## src/rtl/nfb_pkg.sv

```systemverilog
package nfb_pkg;

    typedef logic [2:0] op_t;

    localparam op_t OP_CMD   = 3'd0;
    localparam op_t OP_ADDR  = 3'd1;
    localparam op_t OP_READ  = 3'd2;
    localparam op_t OP_WRITE = 3'd3;

    localparam int OP_LSB   = 28;
    localparam int CE_BIT   = 31;
    localparam int BYTE_LSB = 16;
    localparam int BUSY_BIT = 15;

    typedef enum logic [1:0] {
        PH_IDLE,
        PH_SETUP,
        PH_LOW,
        PH_HOLD
    } phase_t;

    // Fields held on the flash pins between operations
    typedef struct packed {
        logic       ce;
        logic       cle;
        logic       ale;
        logic [7:0] dout;
    } pins_t;

    function automatic logic op_drives_bus(op_t op);
        return (op == OP_CMD) || (op == OP_ADDR) || (op == OP_WRITE);
    endfunction

endpackage

```

## src/rtl/nfb_rb_sync.sv

```systemverilog
module nfb_rb_sync #(
    parameter int STAGES = 2
) (
    input  logic clk,
    input  logic rst,
    input  logic async_in,
    output logic sync_out
);
    logic [STAGES-1:0] chain_q;

    always_ff @(posedge clk) begin
        if (rst) chain_q <= '1;
        else     chain_q <= {chain_q[STAGES-2:0], async_in};
    end

    assign sync_out = chain_q[STAGES-1];
endmodule

```

## src/rtl/nfb_strobe_seq.sv

```systemverilog
module nfb_strobe_seq
    import nfb_pkg::*;
#(
    parameter int PULSE_CYC = 2,
    parameter int HOLD_CYC  = 2
) (
    input  logic clk,
    input  logic rst,
    input  logic start,
    output logic busy,
    output logic strobe_low,
    output logic capture,
    output logic done
);
    localparam int MAXC = (PULSE_CYC > HOLD_CYC) ? PULSE_CYC : HOLD_CYC;
    localparam int CW   = $clog2(MAXC + 1);

    phase_t        ph_q;
    logic [CW-1:0] cnt_q;

    always_ff @(posedge clk) begin
        if (rst) begin
            ph_q  <= PH_IDLE;
            cnt_q <= '0;
        end else begin
            unique case (ph_q)
                PH_IDLE:  if (start) ph_q <= PH_SETUP;
                PH_SETUP: begin
                    ph_q  <= PH_LOW;
                    cnt_q <= CW'(PULSE_CYC - 1);
                end
                PH_LOW: begin
                    if (cnt_q == '0) begin
                        ph_q  <= PH_HOLD;
                        cnt_q <= CW'(HOLD_CYC - 1);
                    end else begin
                        cnt_q <= cnt_q - 1'b1;
                    end
                end
                PH_HOLD: begin
                    if (cnt_q == '0) ph_q <= PH_IDLE;
                    else             cnt_q <= cnt_q - 1'b1;
                end
                default: ph_q <= PH_IDLE;
            endcase
        end
    end

    assign busy       = (ph_q != PH_IDLE);
    assign strobe_low = (ph_q == PH_LOW);
    assign capture    = (ph_q == PH_LOW) && (cnt_q == '0);
    assign done       = (ph_q == PH_HOLD) && (cnt_q == '0);

    // no new start is honoured while a cycle is in flight
    a_r10_no_restart: assert property (@(posedge clk) disable iff (rst)
        (busy && !done) |=> busy);
endmodule

```

## src/rtl/nand_bridge.sv

```systemverilog
module nand_bridge
    import nfb_pkg::*;
#(
    parameter int PULSE_CYC   = 2,
    parameter int HOLD_CYC    = 2,
    parameter int SYNC_STAGES = 2
) (
    input  logic        clk,
    input  logic        rst,
    input  logic        host_req,
    input  logic        host_wr,
    input  logic        host_sel,
    input  logic [31:0] host_wdata,
    output logic        host_ack,
    output logic [31:0] host_rdata,
    output logic        nand_ce_n,
    output logic        nand_cle,
    output logic        nand_ale,
    output logic        nand_we_n,
    output logic        nand_re_n,
    output logic [7:0]  nand_dq_o,
    output logic        nand_dq_oe,
    input  logic [7:0]  nand_dq_i,
    input  logic        nand_rb_n
);
    localparam int WCW = $clog2(PULSE_CYC + 2);

    logic  seq_busy, seq_low, seq_cap, seq_done;
    logic  rb_sync;
    pins_t pins_q;
    logic  rd_mode_q, cur_rd_q;
    logic [7:0] rd_byte_q;

    op_t  op;
    logic accept, wr_acc, bus_wr, bus_rd, start, imm_ack;
    logic unused_fields;

    assign op            = host_wdata[OP_LSB +: 3];
    assign unused_fields = ^{host_wdata[27:24], host_wdata[15:0]};

    assign accept  = host_req && !seq_busy;
    assign wr_acc  = accept && host_wr;
    assign bus_wr  = wr_acc && op_drives_bus(op);
    assign bus_rd  = accept && !host_wr && host_sel && rd_mode_q;
    assign start   = bus_wr || bus_rd;
    assign imm_ack = accept && !start;

    nfb_strobe_seq #(.PULSE_CYC(PULSE_CYC), .HOLD_CYC(HOLD_CYC)) u_seq (
        .clk        (clk),
        .rst        (rst),
        .start      (start),
        .busy       (seq_busy),
        .strobe_low (seq_low),
        .capture    (seq_cap),
        .done       (seq_done)
    );

    nfb_rb_sync #(.STAGES(SYNC_STAGES)) u_rb (
        .clk      (clk),
        .rst      (rst),
        .async_in (nand_rb_n),
        .sync_out (rb_sync)
    );

    always_ff @(posedge clk) begin
        if (rst) begin
            pins_q    <= '0;
            rd_mode_q <= 1'b0;
            cur_rd_q  <= 1'b0;
            rd_byte_q <= '0;
        end else begin
            if (wr_acc) begin
                pins_q.ce  <= host_wdata[CE_BIT];
                pins_q.cle <= (op == OP_CMD);
                pins_q.ale <= (op == OP_ADDR);
                rd_mode_q  <= (op == OP_READ);
                if (op_drives_bus(op))
                    pins_q.dout <= host_wdata[BYTE_LSB +: 8];
            end
            if (start)
                cur_rd_q <= bus_rd;
            if (seq_cap && cur_rd_q)
                rd_byte_q <= nand_dq_i;
        end
    end

    assign nand_ce_n  = !pins_q.ce;
    assign nand_cle   = pins_q.cle;
    assign nand_ale   = pins_q.ale;
    assign nand_dq_o  = pins_q.dout;
    assign nand_we_n  = !(seq_low && !cur_rd_q);
    assign nand_re_n  = !(seq_low && cur_rd_q);
    assign nand_dq_oe = seq_busy && !cur_rd_q;

    assign host_ack = imm_ack || seq_done;

    always_comb begin
        host_rdata = '0;
        if (!host_wr) begin
            if (!host_sel)
                host_rdata[BUSY_BIT] = !rb_sync;
            else if (rd_mode_q)
                host_rdata[BYTE_LSB +: 8] = rd_byte_q;
        end
    end

    // Strobe low-time counters for the width checks
    logic [WCW-1:0] wlow_q, rlow_q;
    always_ff @(posedge clk) begin
        if (rst) begin
            wlow_q <= '0;
            rlow_q <= '0;
        end else begin
            wlow_q <= nand_we_n ? '0 : wlow_q + 1'b1;
            rlow_q <= nand_re_n ? '0 : rlow_q + 1'b1;
        end
    end

    a_r10_we_width: assert property (@(posedge clk) disable iff (rst)
        $rose(nand_we_n) |-> (wlow_q == WCW'(PULSE_CYC)));
    a_r10_re_width: assert property (@(posedge clk) disable iff (rst)
        $rose(nand_re_n) |-> (rlow_q == WCW'(PULSE_CYC)));
    a_r10_setup: assert property (@(posedge clk) disable iff (rst)
        $fell(nand_we_n) |-> ($stable(nand_cle) && $stable(nand_ale)
                              && $stable(nand_dq_o) && $past(nand_dq_oe)));
    a_r10_hold: assert property (@(posedge clk) disable iff (rst)
        $rose(nand_we_n) |=> ($stable(nand_cle) && $stable(nand_ale)
                              && $stable(nand_dq_o)));
    a_r8_unused_quiet: assert property (@(posedge clk) disable iff (rst)
        (wr_acc && op[2]) |=> (nand_we_n && nand_re_n));
    a_r6_read_no_we: assert property (@(posedge clk) disable iff (rst)
        rd_mode_q |-> nand_we_n);
    a_r11_ack_req: assert property (@(posedge clk) disable iff (rst)
        host_ack |-> host_req);
endmodule

```

## config.mk

```make
export PLATFORM = sky130hd
export DESIGN_NAME = nand_bridge
export DESIGN_NICKNAME = d
export VERILOG_FILES = /design/src/rtl/nfb_pkg.sv /design/src/rtl/nfb_rb_sync.sv /design/src/rtl/nfb_strobe_seq.sv /design/src/rtl/nand_bridge.sv
export SDC_FILE = /design/constraint.sdc
export NUM_CORES = 1
export LEC_CHECK = 0
export BUFFER_PORTS_ARGS = -buffer_cell sky130_fd_sc_hd__buf_2
export CORE_UTILIZATION = 44
export DETAILED_ROUTE_END_ITERATION = 8
export GPL_TIMING_DRIVEN = 0
export PLACE_DENSITY = 0.81
export SKIP_CTS_REPAIR_TIMING = 1
export SYNTH_ARGS = -nofsm -noshare
export SYNTH_HDL_FRONTEND = slang
export SYNTH_HIERARCHICAL = 1
export SYNTH_SLANG_ARGS = --single-unit
```

## constraint.sdc

```tcl
create_clock -name clk -period 4.8 [get_ports clk]
set_clock_uncertainty 0.1 [all_clocks]
set_input_delay 0.48 -clock clk [delete_from_list [all_inputs] [get_ports clk]]
set_output_delay 0.48 -clock clk [all_outputs]
set_load 0.02 [all_outputs]
```

==> results.cfg, run 1 <==
[synth]
syn-cell-area_um2 = 1580
synth_area_per_cell_um2 = 8.53
ys.warnings.count = 6
ys_seq_area_share_pct = 34.3
synth_flop_cell = dfxtp_1
syn_inst = 185
synth-edff-count = 0
synth-seq-cells = 27
synthArstFlopShare_pct = 0
ys_types = 31

[cts]
root_buffer = clkbuf_4
htreeDepth = 1
cts.sinks = 27
cts_tree = yes
cts_buffers = 3
worstSkewPairLatency_ps = 320
clk_pin_slew_worst_paths_ps = 130
cts_buffer_depth = 2

[worst_setup_path]
crit_required_ps = 4220
r2r_end = u_seq/ph_q[1]$_SDFFE_PP0P_
reg2reg_from = u_seq/ph_q[0]$_SDFFE_PP0P_
path_class = flip-flop to output pin
start_kind = flip-flop
r2r_setup_slack_ps = 2440
worstRegToRegCells = 10
cp_max_fo = 10
worstPathArrival_ps = 2190
worstSetupEndpointType = output pin

[place]
dpl.hpwl_um = 2220
place_congestion = 0.796
numPortBuffers = 49
place_inst = 302

[grt]
track_usage_pct = 14.6
grt_pass1_wl_um = 4240
grt_max_degree = 15
grt_pass1_vias = 1036
grt-ovfl-total = 0
antenna_found_initial = 0

[floorplan]
die_w_um = 61.9
start_util_pct = 46.5
dieHeight_um = 61.9
ioPinCount = 93
dieArea_um2 = 3830
core.rowCount = 21
coreArea_um2 = 3390

[route]
vias = 1303
via_per_inst = 4.26
drc = 0
routed_wl_um = 2790
drt-pass1-iter-count = 4
wl_per_cell_um = 9.13
dr.first_iter.drc_count = 50
antenna_left = 0

[min_path]
hp-class = primary input to flip-flop
hp-start = nand_rb_n
hold_end = u_rb/chain_q[0]$_SDFF_PP1_
whs_path_depth = 2

[power]
p_leak_uw = 0.000993
vdd_drop_max_mv = 0.179
powerDensity_nw_per_um2 = 283

[timing]
finalMaxSlewViolations = 0
period_minus_slack_ps = 2770
hold_viol_final = 0
finalSetupViolations = 0
finalSetupTns_ps = 0
period_share_pct = 57.8
rsz0062_at_grt = no
clock.fmax_mhz = 360

[layout]
fin_nets = 314
area_growth_pct = 26.1
drive_gt1_share_pct = 33.8
antenna_cells = 0
final_cells = 306

[run_status]
outcome = complete, no violations

[flow_run]
cap_violations = 0
## cell type report
type | instances | area [um2]
Sequential cell | 27 | 541
Timing Repair Buffer | 49 | 245
Buffer | 38 | 260
Fill cell | 329 | 1400
Clock buffer | 4 | 26.3
Tap cell | 46 | 57.6
Multi-Input combinational cell | 130 | 815
Inverter | 12 | 45.0
## logic make-up (layout without fill, tap and decap cells)
logic type | count (synthesis) | after routing | synth area share, %
muxes | 10 | 10 | 6.34
adders and majority gates | 7 | 7 | 5.55
other | 1 | 23 | 0.238
buffers and inverters | 50 | 103 | 19.3
and+or+nand+nor | 70 | 70 | 26.1
DFF | 27 | 27 | 34.3
AOI/OAI and AO/OA | 20 | 20 | 8.17
## power by group
| part | switching, uW | internal (uW) |
|---|---|---|
| sequential | 13.3 | 242 |
| clock | 62.5 | 32.5 |
| combinational | 120 | 91.8 |
| total | 196 | 366 |
## state kept, by name, summed over array words and instances (netlist names)
name and flops:
rd_byte_q 8, nand_ale 1, u_rb/chain_q 2, u_seq/cnt_q 2
cur_rd_q 1, u_seq/ph_q 2, nand_dq_o 8, nand_cle 1
rd_mode_q 1, pins_q 1
## cells in the mapped netlist, types with 2 or more instances
| master | n | area, um2 |
|---|---|---|
| nor2b_1 | 2 | 12.5 |
| and2_1 | 9 | 56.3 |
| mux2i_1 | 10 | 100 |
| inv_1 | 12 | 45.0 |
| nor2_1 | 4 | 15.0 |
| dfxtp_1 | 27 | 541 |
| buf_4 | 31 | 233 |
| nand3_1 | 8 | 40.0 |
| or4b_1 | 2 | 20.0 |
| clkbuf_1 | 6 | 22.5 |
| a211oi_1 | 2 | 15.0 |
| ha_1 | 7 | 87.6 |
| nor3_1 | 3 | 15.0 |
| nand2b_1 | 18 | 113 |
| or2_1 | 2 | 12.5 |
| a21oi_1 | 13 | 65.1 |
| nand2_1 | 15 | 56.3 |
## worst max path at each step
stage | cells after the start | start | slack, ps | endpoint
3_5_place_dp | 8 | u_seq/ph_q[0]$_SDFFE_PP0P_ | 2350 | host_ack
3_3_place_gp | 8 | u_seq/ph_q[0]$_SDFFE_PP0P_ | 2380 | host_ack
2_1_floorplan | 7 | u_seq/ph_q[0]$_SDFFE_PP0P_ | 2270 | host_ack
5_1_grt | 8 | u_seq/ph_q[1]$_SDFFE_PP0P_ | 1820 | host_ack
6_report | 8 | u_seq/ph_q[0]$_SDFFE_PP0P_ | 2030 | host_ack
4_1_cts | 8 | u_seq/ph_q[0]$_SDFFE_PP0P_ | 1960 | host_ack
## metrics by stage
stage          area, um2  setup WS (ps)  utilization (%)  hold slack (ps)  total power, uW
2_1_floorplan       1660           2270                -              283              424
3_3_place_gp        1960           2380             57.9              314              468
3_5_place_dp        1960           2350             57.9              317              472
4_1_cts             1990           1960             58.7              216              569
5_1_grt             1990           1820             58.7              222              605
6_report            1990           2030             58.7              229              562
## critical path: stages (launching register included)
cell and delay (ps):
dfxtp_1 380, inv_1 90, ha_1 260, inv_1 120, nand3b_4 190, nor3_1 60
buf_2 210, o41ai_1 350, buf_2 230
## layout by cell type (no fill, tap or decap), types with 2 or more instances in the layout
cell / instances
a211oi_1: 2
a21oi_1: 13
and2_1: 9
buf_2: 50
buf_4: 31
clkbuf_1: 7
clkbuf_4: 3
conb_1: 23
dfxtp_1: 27
ha_1: 7
inv_1: 12
mux2i_1: 10
nand2_1: 15
nand2b_1: 18
nand3_1: 8
nor2_1: 4
nor2b_1: 2
nor3_1: 3
or2_1: 2
or4b_1: 2
## per-layer routing
layer  GRT usage [%]  wire length [um]
met1            18.6              1200
met2            25.3              1400
met3            4.14               196
met4            1.90                 0
met5               0                 0
(Power assumes the default switching activity.)
==> run 2, diff against run 1 <==
Settings changed: CORE_UTILIZATION 44 to 43, PLACE_DENSITY 0.81 to 0.79.
Clock period 4.8 ns to 2.6 ns, I/O delays scaled along.
==> run 2 against run 1 <==
Against the previous run:
- clock power increased by 86%
- combinational power increased by 89%
- largest cell class unchanged
- register-to-register slack got worse by 2100 ps
- non-clock buffer count increased by 1
- first-iteration DRC count decreased by 10%
==> results.cfg, run 2 (same netlist as run 1, synthesis figures left out) <==
[floorplan]
ioPinCount = 93
coreArea_um2 = 3420
dieHeight_um = 62.6
die_w_um = 62.6
core.rowCount = 21
start_util_pct = 46.2
dieArea_um2 = 3920

[flow_run]
cap_violations = 0

[place]
place_inst = 302
place_congestion = 0.708
dpl.hpwl_um = 2250
placed_cell_area_um2 = 1960
numPortBuffers = 49

[min_path]
hp-class = primary input to flip-flop
whs_path_depth = 3

[timing]
finalSetupTns_ps = 0
period_minus_slack_ps = 2400
finalMaxSlewViolations = 0
hold-worst-slack_ps = 70.7
period_share_pct = 92.3
rsz0062_at_grt = no
hold_viol_final = 0
finalSetupViolations = 0
clock.fmax_mhz = 417

[layout]
final.fill_count = 338
antenna_cells = 0
area_growth_pct = 27.7
drive_gt1_share_pct = 35.6
fin_nets = 315
final_common_cell = buf_2
mostFrequentLayoutCells = buf_2 (49), buf_4 (31), dfxtp_1 (25)
final_cells = 307
multiInputGateArea_um2 = 825
seqCellArea_um2 = 543
stdcell_area_um2 = 2010

[grt]
antenna_found_initial = 0
grt_max_degree = 15
grt_pass1_vias = 1104
grt-ovfl-total = 0
grt_pass1_wl_um = 4640
track_usage_pct = 14.7

[power]
p_leak_uw = 0.000999
powerDensity_nw_per_um2 = 522
vdd_drop_max_mv = 0.338

[route]
wl_per_cell_um = 9.22
drt-pass1-iter-count = 4
antenna_left = 0
drc = 0
via_per_inst = 4.28
routed_wl_um = 2830
vias = 1313
dr.first_iter.drc_count = 45

[worst_setup_path]
critPathSlowestCell = dfxtp_2
worstSetupEndpointType = output pin
crit_buf_inv = 4
r2r_setup_slack_ps = 330
cp_max_fo = 10
crit_path_end = host_ack
worstSetupStartpoint = u_seq/ph_q[0]$_SDFFE_PP0P_
cp_cell_sequence = inv_1 -> ha_2 -> inv_2 -> nand3b_4 -> nor3_1 -> clkbuf_4 -> o41ai_2 -> buf_2
path_class = flip-flop to output pin
crit_family = buffers and inverters
worstPathArrival_ps = 2040
cp.depth = 8
max_stage_delay_ps = 360
reg2reg_from = u_seq/ph_q[0]$_SDFFE_PP0P_
crit_required_ps = 2240
worstRegToRegCells = 10
r2r_end = u_seq/ph_q[1]$_SDFFE_PP0P_
start_kind = flip-flop

[run_status]
outcome = complete, no violations

[cts]
cts_buffers = 3
root_buffer = clkbuf_4
cts_buffer_depth = 2
cts.sinks = 27
htreeDepth = 1
worstSkewPairLatency_ps = 310
clk_pin_slew_worst_paths_ps = 140
cts_tree = yes
[run 2: how the worst min path moves through the flow]
stage,from,endpoint,slack (ps)
detailed placement,u_rb/chain_q[0]$_SDFF_PP1_,u_rb/chain_q[1]$_SDFF_PP1_,310
CTS,nand_rb_n,u_rb/chain_q[0]$_SDFF_PP1_,4
finish,nand_dq_i[7],rd_byte_q[7]$_SDFFE_PP0P_,70
floorplan,rst,u_seq/cnt_q[0]$_SDFFE_PP0P_,230
global placement,u_rb/chain_q[0]$_SDFF_PP1_,u_rb/chain_q[1]$_SDFF_PP1_,320
global route,rst,u_seq/cnt_q[0]$_SDFFE_PP0P_,50
[run 2: tightest hold or removal path, cell delays in order]
cell	delay, ps
buf_2	100
nand3_1	50
a21oi_1	50
[run 2: stage by stage]
stage | util, % | total power, uW | setup WS [ps]
2_1_floorplan | - | 783 | 293
3_3_place_gp | 57.5 | 862 | 290
3_5_place_dp | 57.5 | 871 | 239
4_1_cts | 58.2 | 1050 | -51.9
5_1_grt | 59.0 | 1130 | 61.5
6_report | 59.0 | 1050 | 201
[run 2: power by group]
group          internal (uW)  total (uW)  switching, uW
Clock                   60.1         177            117
Sequential               449         473           24.1
Combinational            177         401            225
[run 2: layout make-up]
type | count | share of cell area, %
repair buffers | 50 | 12.7
plain buffers | 38 | 13.0
well taps | 46 | 2.86
flip-flops and latches | 27 | 27.0
clock buffers | 4 | 1.30
multi-input cells | 130 | 40.9
inverters | 12 | 2.24
[run 2: metal layers]
layer	global-route usage (%)	routed length [um]
met1	16.3	1190
met2	26.9	1440
met3	4.01	174
met4	4.36	23
met5	0	0
